### src/rtl/mcm_pkg.sv
package mcm_pkg;

  typedef enum logic [2:0] {
    PH_IDLE  = 3'd0,
    PH_ADDR  = 3'd1,
    PH_SAMP  = 3'd2,
    PH_WAIT  = 3'd3,
    PH_LAST  = 3'd4,
    PH_FAIL  = 3'd5
  } phase_t;

  // Next phase after a ready sample point (second clock or a wait clock).
  function automatic phase_t after_sample(input logic rdy, input logic at_limit);
    if (rdy)
      return PH_LAST;
    else if (at_limit)
      return PH_FAIL;
    else
      return PH_WAIT;
  endfunction

  // Phases during which a strobe is active.
  function automatic logic strobe_phase(input phase_t ph);
    return (ph == PH_ADDR) || (ph == PH_SAMP) || (ph == PH_WAIT) ||
           (ph == PH_LAST) || (ph == PH_FAIL);
  endfunction

  // Length in clocks of a cycle that sees `lows` low ready samples.
  function automatic int unsigned cycle_clocks(input int unsigned lows,
                                               input int unsigned limit);
    return (lows > limit) ? 3 + limit : 3 + lows;
  endfunction

endpackage

### src/rtl/mcm_wait_ctr.sv
module mcm_wait_ctr #(
  parameter int unsigned LIMIT = 16,
  localparam int unsigned CW = $clog2(LIMIT + 1)
) (
  input  logic          clk,
  input  logic          rst_n,
  input  logic          clear,
  input  logic          bump,
  output logic [CW-1:0] count,
  output logic          at_limit
);
  always_ff @(posedge clk or negedge rst_n) begin
    if (!rst_n)
      count <= '0;
    else if (clear)
      count <= '0;
    else if (bump)
      count <= count + CW'(1);
  end

  assign at_limit = (count == CW'(LIMIT));
endmodule

### src/rtl/mcm_phase_seq.sv
module mcm_phase_seq
  import mcm_pkg::*;
(
  input  logic   clk,
  input  logic   rst_n,
  input  logic   start,
  input  logic   rdy,
  input  logic   at_limit,
  output phase_t phase,
  output logic   enter_wait
);
  phase_t nxt;

  always_comb begin
    nxt = phase;
    unique case (phase)
      PH_IDLE: if (start) nxt = PH_ADDR;
      PH_ADDR: nxt = PH_SAMP;
      PH_SAMP,
      PH_WAIT: nxt = after_sample(rdy, at_limit);
      PH_LAST,
      PH_FAIL: nxt = PH_IDLE;
      default: nxt = PH_IDLE;
    endcase
  end

  assign enter_wait = (nxt == PH_WAIT);

  always_ff @(posedge clk or negedge rst_n) begin
    if (!rst_n)
      phase <= PH_IDLE;
    else
      phase <= nxt;
  end
endmodule

### src/rtl/mcm_bus_regs.sv
module mcm_bus_regs #(
  parameter int unsigned ADDR_W = 16,
  parameter int unsigned DATA_W = 16
) (
  input  logic              clk,
  input  logic              rst_n,
  input  logic              load,
  input  logic              cmd_write,
  input  logic [ADDR_W-1:0] cmd_addr,
  input  logic [DATA_W-1:0] cmd_wdata,
  input  logic              capture,
  input  logic [DATA_W-1:0] bus_rdata,
  output logic              is_write,
  output logic [ADDR_W-1:0] addr_q,
  output logic [DATA_W-1:0] wdata_q,
  output logic [DATA_W-1:0] rdata_q
);
  always_ff @(posedge clk or negedge rst_n) begin
    if (!rst_n) begin
      is_write <= 1'b0;
      addr_q   <= '0;
      wdata_q  <= '0;
    end else if (load) begin
      is_write <= cmd_write;
      addr_q   <= cmd_addr;
      wdata_q  <= cmd_wdata;
    end
  end

  always_ff @(posedge clk or negedge rst_n) begin
    if (!rst_n)
      rdata_q <= '0;
    else if (capture)
      rdata_q <= bus_rdata;
  end
endmodule

### src/rtl/mem_cycle_master.sv
module mem_cycle_master
  import mcm_pkg::*;
#(
  parameter int unsigned ADDR_W        = 16,
  parameter int unsigned DATA_W        = 16,
  parameter int unsigned TIMEOUT_WAITS = 16
) (
  input  logic              clk,
  input  logic              rst_n,
  input  logic              req_valid,
  input  logic              req_write,
  input  logic [ADDR_W-1:0] req_addr,
  input  logic [DATA_W-1:0] req_wdata,
  output logic              idle,
  output logic              done,
  output logic              err,
  output logic [DATA_W-1:0] rd_data,
  output logic [ADDR_W-1:0] mem_addr,
  output logic [DATA_W-1:0] mem_wdata,
  input  logic [DATA_W-1:0] mem_rdata,
  output logic              mem_rd,
  output logic              mem_wr,
  input  logic              mem_ready
);
  localparam int unsigned CW = $clog2(TIMEOUT_WAITS + 1);

  phase_t        phase;
  logic          enter_wait;
  logic [CW-1:0] wait_count;
  logic          at_limit;
  logic          is_write;
  logic [DATA_W-1:0] rdata_q;

  // Named internal events, used by the checker.
  logic ev_accept;
  logic ev_final;
  logic ev_timeout;
  logic ev_strobe;

  assign idle       = (phase == PH_IDLE);
  assign ev_accept  = idle && req_valid;
  assign ev_final   = (phase == PH_LAST) || (phase == PH_FAIL);
  assign ev_timeout = (phase == PH_FAIL);
  assign ev_strobe  = strobe_phase(phase);

  mcm_phase_seq u_seq (
    .clk        (clk),
    .rst_n      (rst_n),
    .start      (ev_accept),
    .rdy        (mem_ready),
    .at_limit   (at_limit),
    .phase      (phase),
    .enter_wait (enter_wait)
  );

  mcm_wait_ctr #(.LIMIT(TIMEOUT_WAITS)) u_wait (
    .clk      (clk),
    .rst_n    (rst_n),
    .clear    (ev_accept),
    .bump     (enter_wait),
    .count    (wait_count),
    .at_limit (at_limit)
  );

  mcm_bus_regs #(.ADDR_W(ADDR_W), .DATA_W(DATA_W)) u_regs (
    .clk       (clk),
    .rst_n     (rst_n),
    .load      (ev_accept),
    .cmd_write (req_write),
    .cmd_addr  (req_addr),
    .cmd_wdata (req_wdata),
    .capture   ((phase == PH_LAST) && !is_write),
    .bus_rdata (mem_rdata),
    .is_write  (is_write),
    .addr_q    (mem_addr),
    .wdata_q   (mem_wdata),
    .rdata_q   (rdata_q)
  );

  assign mem_rd  = ev_strobe && !is_write;
  assign mem_wr  = ev_strobe &&  is_write;
  assign done    = (phase == PH_LAST);
  assign err     = ev_timeout;
  assign rd_data = (done && !is_write) ? mem_rdata : rdata_q;

endmodule

### config.mk
export PLATFORM = sky130hd
export DESIGN_NAME = mem_cycle_master
export DESIGN_NICKNAME = d
export VERILOG_FILES = /design/src/rtl/mcm_pkg.sv /design/src/rtl/mcm_wait_ctr.sv /design/src/rtl/mcm_phase_seq.sv /design/src/rtl/mcm_bus_regs.sv /design/src/rtl/mem_cycle_master.sv
export SDC_FILE = /design/constraint.sdc
export NUM_CORES = 1
export LEC_CHECK = 0
export BUFFER_PORTS_ARGS = -buffer_cell sky130_fd_sc_hd__buf_2
export CORE_MARGIN = 8
export CORE_UTILIZATION = 42
export DETAILED_ROUTE_END_ITERATION = 8
export GPL_TIMING_DRIVEN = 0
export PLACE_DENSITY = 0.8
export RECOVER_POWER = 25
export SYNTH_ARGS = -nofsm -noshare
export SYNTH_HDL_FRONTEND = slang
export SYNTH_SLANG_ARGS = --single-unit
export TNS_END_PERCENT = 10
### constraint.sdc
create_clock -name clk -period 1.45 [get_ports clk]
set_input_delay 0.2175 -clock clk [delete_from_list [all_inputs] [get_ports clk]]
set_output_delay 0.2175 -clock clk [all_outputs]
set_load 0.05 [all_outputs]
After elaboration in Yosys (flattened, before gate mapping)
Cells that the tools add are included.
{"block": "totals", "regBits": 57, "input_bits": 53, "out_inout_bits": 53}
{"block": "classes", "add_sub_neg": 1, "eq_ne": 7, "mux": 7, "n_reduce_logical": 12}
{"op": "$mux 16", "n": 1}
{"op": "$mux 5", "n": 2}
{"op": "$eq 3x2->1 const B", "n": 3}
{"op": "$mux 3", "n": 3}
{"op": "$pmux 3 s3", "n": 1}
{"op": "$eq 3x3->1 const B", "n": 2}
{"op": "$add 5x1->5 const B", "n": 1}
{"op": "$eq 5x5->1 const B", "n": 1}
{"op": "$logic_and 1x1->1", "n": 4}
{"op": "$logic_or 1x1->1", "n": 4}
{"op": "$eq 3x1->1 const B", "n": 1}
{"op": "$logic_not 3->1", "n": 1}
{"op": "$reduce_bool 2->1", "n": 1}
{"op": "$reduce_or 2->1", "n": 1}
{"op": "$logic_not 1->1", "n": 1}

Longest topological paths before layout
{"block": "logic_depth", "depth_word": 7, "mapped_depth": 6, "ltp_nobuf": 5}

Cells and area by module
From an unflattened synthesis, not the netlist that was laid out.
{"block": "unflattened", "hier_cells": 167, "hier_area_um2": 2708.8}
{"module": "mcm_bus_regs", "n_inst": 1, "cells_per_inst": 104, "area_each_um2": 2025.7, "seq_area_each_um2": 1226.2}
{"module": "mcm_wait_ctr", "n_inst": 1, "cells_per_inst": 26, "area_each_um2": 299.0, "seq_area_each_um2": 125.1}
{"module": "mem_cycle_master", "n_inst": 1, "cells_per_inst": 26, "area_each_um2": 260.2, "seq_area_each_um2": 0.0}
{"module": "mcm_phase_seq", "n_inst": 1, "cells_per_inst": 11, "area_each_um2": 123.9, "seq_area_each_um2": 75.1}

Least setup slack after synthesis
No wires, ideal clock.
{"block": "synth_timing", "path_type": "flip-flop to output port", "from": "register u_seq.phase[2]", "to": "output mem_rd", "arrival_ns": 2.270, "setup_slack_ns": -1.037, "path_stages_with_launch": 4, "cell_sequence": "dfrtp_1 buf_6 nor3_1 a211oi_1"}
{"block": "synth_between", "elab_chain_len": 6}
{"item": "start: declaration", "line_no": "mcm_phase_seq.sv:9", "text": "output phase_t phase,"}
{"item": "start signal: assignment", "line_no": "mcm_phase_seq.sv:33", "text": "phase <= nxt;"}
{"item": "$eq 3x1->1 / $eq 3x2->1 (equally long branches)"}
{"item": "$logic_or 1x1->1 (3 in series)", "line_no": "mcm_pkg.sv:24", "text": "return (ph == PH_ADDR) || (ph == PH_SAMP) || (ph == PH_WAIT) ||"}
{"item": "$logic_or 1x1->1 *", "line_no": "mcm_pkg.sv:25", "text": "(ph == PH_LAST) || (ph == PH_FAIL);"}
{"item": "$logic_and 1x1->1 *", "line_no": "mem_cycle_master.sv:80", "text": "assign mem_rd = ev_strobe && !is_write;"}
{"item": "end: declaration", "line_no": "mem_cycle_master.sv:21", "text": "output logic mem_rd,"}
Every way passes the cells marked *; elsewhere a longest branch is shown, timed or not.

Worst setup path after layout
{"block": "layout_timing", "from": "register u_seq.phase[0]", "to": "output rd_data[14]"}
{"block": "layout_between", "elab_chain_len": 3}
{"item": "$eq 3x3->1", "line_no": "mem_cycle_master.sv:82", "text": "assign done = (phase == PH_LAST);"}
{"item": "$logic_and 1x1->1", "line_no": "mem_cycle_master.sv:84", "text": "assign rd_data = (done && !is_write) ? mem_rdata : rdata_q;"}
{"item": "$mux 16"}
{"item": "end: declaration", "line_no": "mem_cycle_master.sv:17", "text": "output logic [DATA_W-1:0] rd_data,"}
Every way passes these cells.

==> parameters.txt <==
Parameter                              Value

Detailed routing
  First DRT Iteration DRCs ... 32
  DR vias ... between 1.5k and 2k
  Number of nets with antenna violations after routing ... 0
  Via density per instance ... around 4.8
  DRC Markers ... 0
  Initial DRT Pass Iterations ... 4
  Post-detailed-route wirelength per cell ... approximately 16 µm
  Final Routed Wirelength ... around 5800 µm

Worst setup path
  Kind of critical path ... reg -> out
  Maximum fanout along the worst path ... 6
  Startpoint kind of the worst setup timing path ... register
  Kind of end point of the critical path ... primary output
  Critical Path AT ... 1.88 ns
  CP required ... 1.23 ns

Clock tree
  Clock root buffer master ... sky130_fd_sc_hd__clkbuf_8
  Clk slew on worst S/H paths ... 0.06 ns
  TritonCTS clock tree ... built
  Clock buffer count from CTS ... 9
  Maximum level of the CTS H-tree ... 3
  Total clock sinks ... 57
  Clk_lat worst skew ... roughly 0.32 ns
  Buffers from clock root to sink, at most ... 2

Global route
  GRT Resource Usage Total ... 15.0%
  Total congestion overflow ... 0
  Wire length of the first global-routing pass ... around 10000 µm
  Antenna violations before repair ... 0
  Largest net degree at the start of global routing ... slightly below 60
  Number of global-route vias before repair ... around 2.0k

Yosys
  Proportion of register bits with asynchronous set or reset after synthesis ... 100%
  Post-synthesis cell type count ... 27
  Gate count after technology mapping ... 153
  Sequential element share of the synthesized area ... between 60% and 70%
  Flops & latches, synth ... 57
  Main flop type after synthesis ... sky130_fd_sc_hd__dfrtp_1
  Number of nets produced by synthesis ... ~210
  Syn avg cell area ... 15.1 µm²
  Total standard cell area after synthesis ... 2300 µm²
  Synth Warn # ... 0
  Post-synth EDFFs ... 0

Job
  Count of max-cap constraint violations ... 0

STA
  Final worst-path cycle share ... 145%
  Achievable clock frequency ... roughly 480 MHz
  Headroom to the max-slew limit ... roughly 7%
  Setup TNS Final ... -19.62 ns
  Count of endpoints failing hold in the final timing report ... 0
  RSZ-0062 raised after global routing ... true
  Setup slack after layout ... -0.651 ns
  Clock Skew ... about 0.0056 ns
  Least-Margin Pin Slew ... about 1.4 ns
  Max-slew violation count ... 0
  Final setup fails ... 69
  Min Tclk post-route ... about 2.1 ns

Status
  Result of the run ... finished with violations
  Violations in the final reports ... setup timing

Place
  Last weighted congestion value of the routability-driven placer ... around 0.70
  Count of port buffers added during placement ... ~110
  Dpl hpwl ... roughly 4000 µm

Die
  Effective utilization at floorplan ... a little over two fifths
  Die span in x ... 90.1 µm
  Number of I/O pins ... ~110
  Total die area ... 8110 µm²
  Standard-cell row count ... 27
  Die H ... between 90 and 100 µm
  Core region area ... 5410 µm²

Cells and area
  Fraction of layout cells with a size suffix above 1 ... between 60% and 70%
  Final nets ... roughly 330
  Area growth syn-to-layout ... 50.1%
  ANT cells ... 0

Worst hold path
  Path class of the lowest-slack min-delay path ... in -> reg
==> cells in the mapped netlist, types with 3 or more instances <==
cell type / number / area, µm²
sky130_fd_sc_hd__buf_2: 5 / 25.0
sky130_fd_sc_hd__a21oi_1: 4 / 20.0
sky130_fd_sc_hd__mux2_2: 36 / 405
sky130_fd_sc_hd__inv_1: 5 / 18.8
sky130_fd_sc_hd__mux2_1: 12 / 135
sky130_fd_sc_hd__buf_6: 3 / 33.8
sky130_fd_sc_hd__o21ai_0: 4 / 20.0
sky130_fd_sc_hd__nand2b_1: 4 / 25.0
sky130_fd_sc_hd__dfrtp_1: 57 / 1430
==> area by class of cell <==
class                      instances  area [µm²]
sequential                        57        1430
timing repair buffer             117         791
clock buffer                      12         155
tap                               72        90.1
inverter                           5        18.8
multi-input combinational         83         872
fill                             417        1950
clock inverter                     3        40.0
buffer                             6        62.6
==> through the flow <==
stage	util [%]	std cells	worst slack [ns]	hold slack, ns	area (µm²)
2_1_floorplan	-	153	-0.652	-0.0781	2360
3_5_place_dp	55.1	330	-0.437	0.442	2980
5_1_grt	64.0	355	-0.728	0.113	3460
3_3_place_gp	55.1	330	-0.414	0.423	2980
4_1_cts	63.8	355	-0.723	0.105	3450
6_report	64.0	355	-0.651	0.122	3460
==> metal layers <==
metal  vias up  share of wire (%)  global-route usage [%]
met3         8                9.1                    6.73
met2        77                 49                    25.1
met4         0                1.1                    5.41
met5         -                  0                       0
li1        796                  -                       -
met1       815                 41                    16.6
==> kinds of logic (layout without fill, tap and decap cells) <==
kind of cell             after synthesis  after routing  share of synthesized area, %
flip-flops                            57             57                          61.9
multiplexers                          50             50                          24.3
AND/OR/NAND/NOR                       20             20                          6.46
buffers and inverters                 13            143                          3.37
AO/OA/AOI/OAI                         11             11                          2.82
adder cells (fa/ha/maj)                2              2                          1.09
==> critical path, cell delays in order, from the launching register on <==
cell and delay, ns:
sky130_fd_sc_hd__dfrtp_2 0.46, sky130_fd_sc_hd__nor3b_4 0.19, sky130_fd_sc_hd__and2_4 0.21, sky130_fd_sc_hd__buf_12 0.12, sky130_fd_sc_hd__buf_12 0.11, sky130_fd_sc_hd__mux2_4 0.32, sky130_fd_sc_hd__buf_8 0.16
==> state kept, by name (all words and copies together) (netlist names) <==
register / flops
u_seq.phase: 3
u_regs.addr_q: 16
u_wait.count: 5
u_regs.wdata_q: 16
u_regs.is_write: 1
u_regs.rdata_q: 16
==> cell usage in the layout, fill, tap and decap left out, drive strengths merged, types with 4 or more instances in the layout <==
cell type,instances
buf,121
clkbuf,14
a21oi,4
dfrtp,57
inv,5
o21ai,4
nand2b,4
mux2,48
==> repair_timing <==
| action | 4_1_cts | 5_1_grt |
|---|---|---|
| resized for setup | 50 | 10 |
| cloned | 1 | 0 |
| pin swaps | 2 | 3 |
| setup buffers | 9 | 3 |
| hold buffers | 0 | 0 |
| setup endpoints to repair | 77 | 77 |
==> path summary, 6_finish.rpt <==
path,startpoint,endpoint,slack [ns],depth (start not counted)
min in group asynchronous,rst_n,u_regs.rdata_q[12],0.21,1
setup reg to reg,u_seq.phase[1],u_regs.wdata_q[0],-0.30,4
max in group asynchronous,rst_n,u_seq.phase[0],0.30,1
setup / recovery,u_seq.phase[0],rd_data[14],-0.65,6
hold reg to reg,u_regs.wdata_q[2],u_regs.wdata_q[2],0.48,1
hold / removal,req_wdata[2],u_regs.wdata_q[2],0.12,2
Power is left out: the tool's default activity adds up to more than one toggle a clock period on the data nets, which glitch-free logic cannot reach.
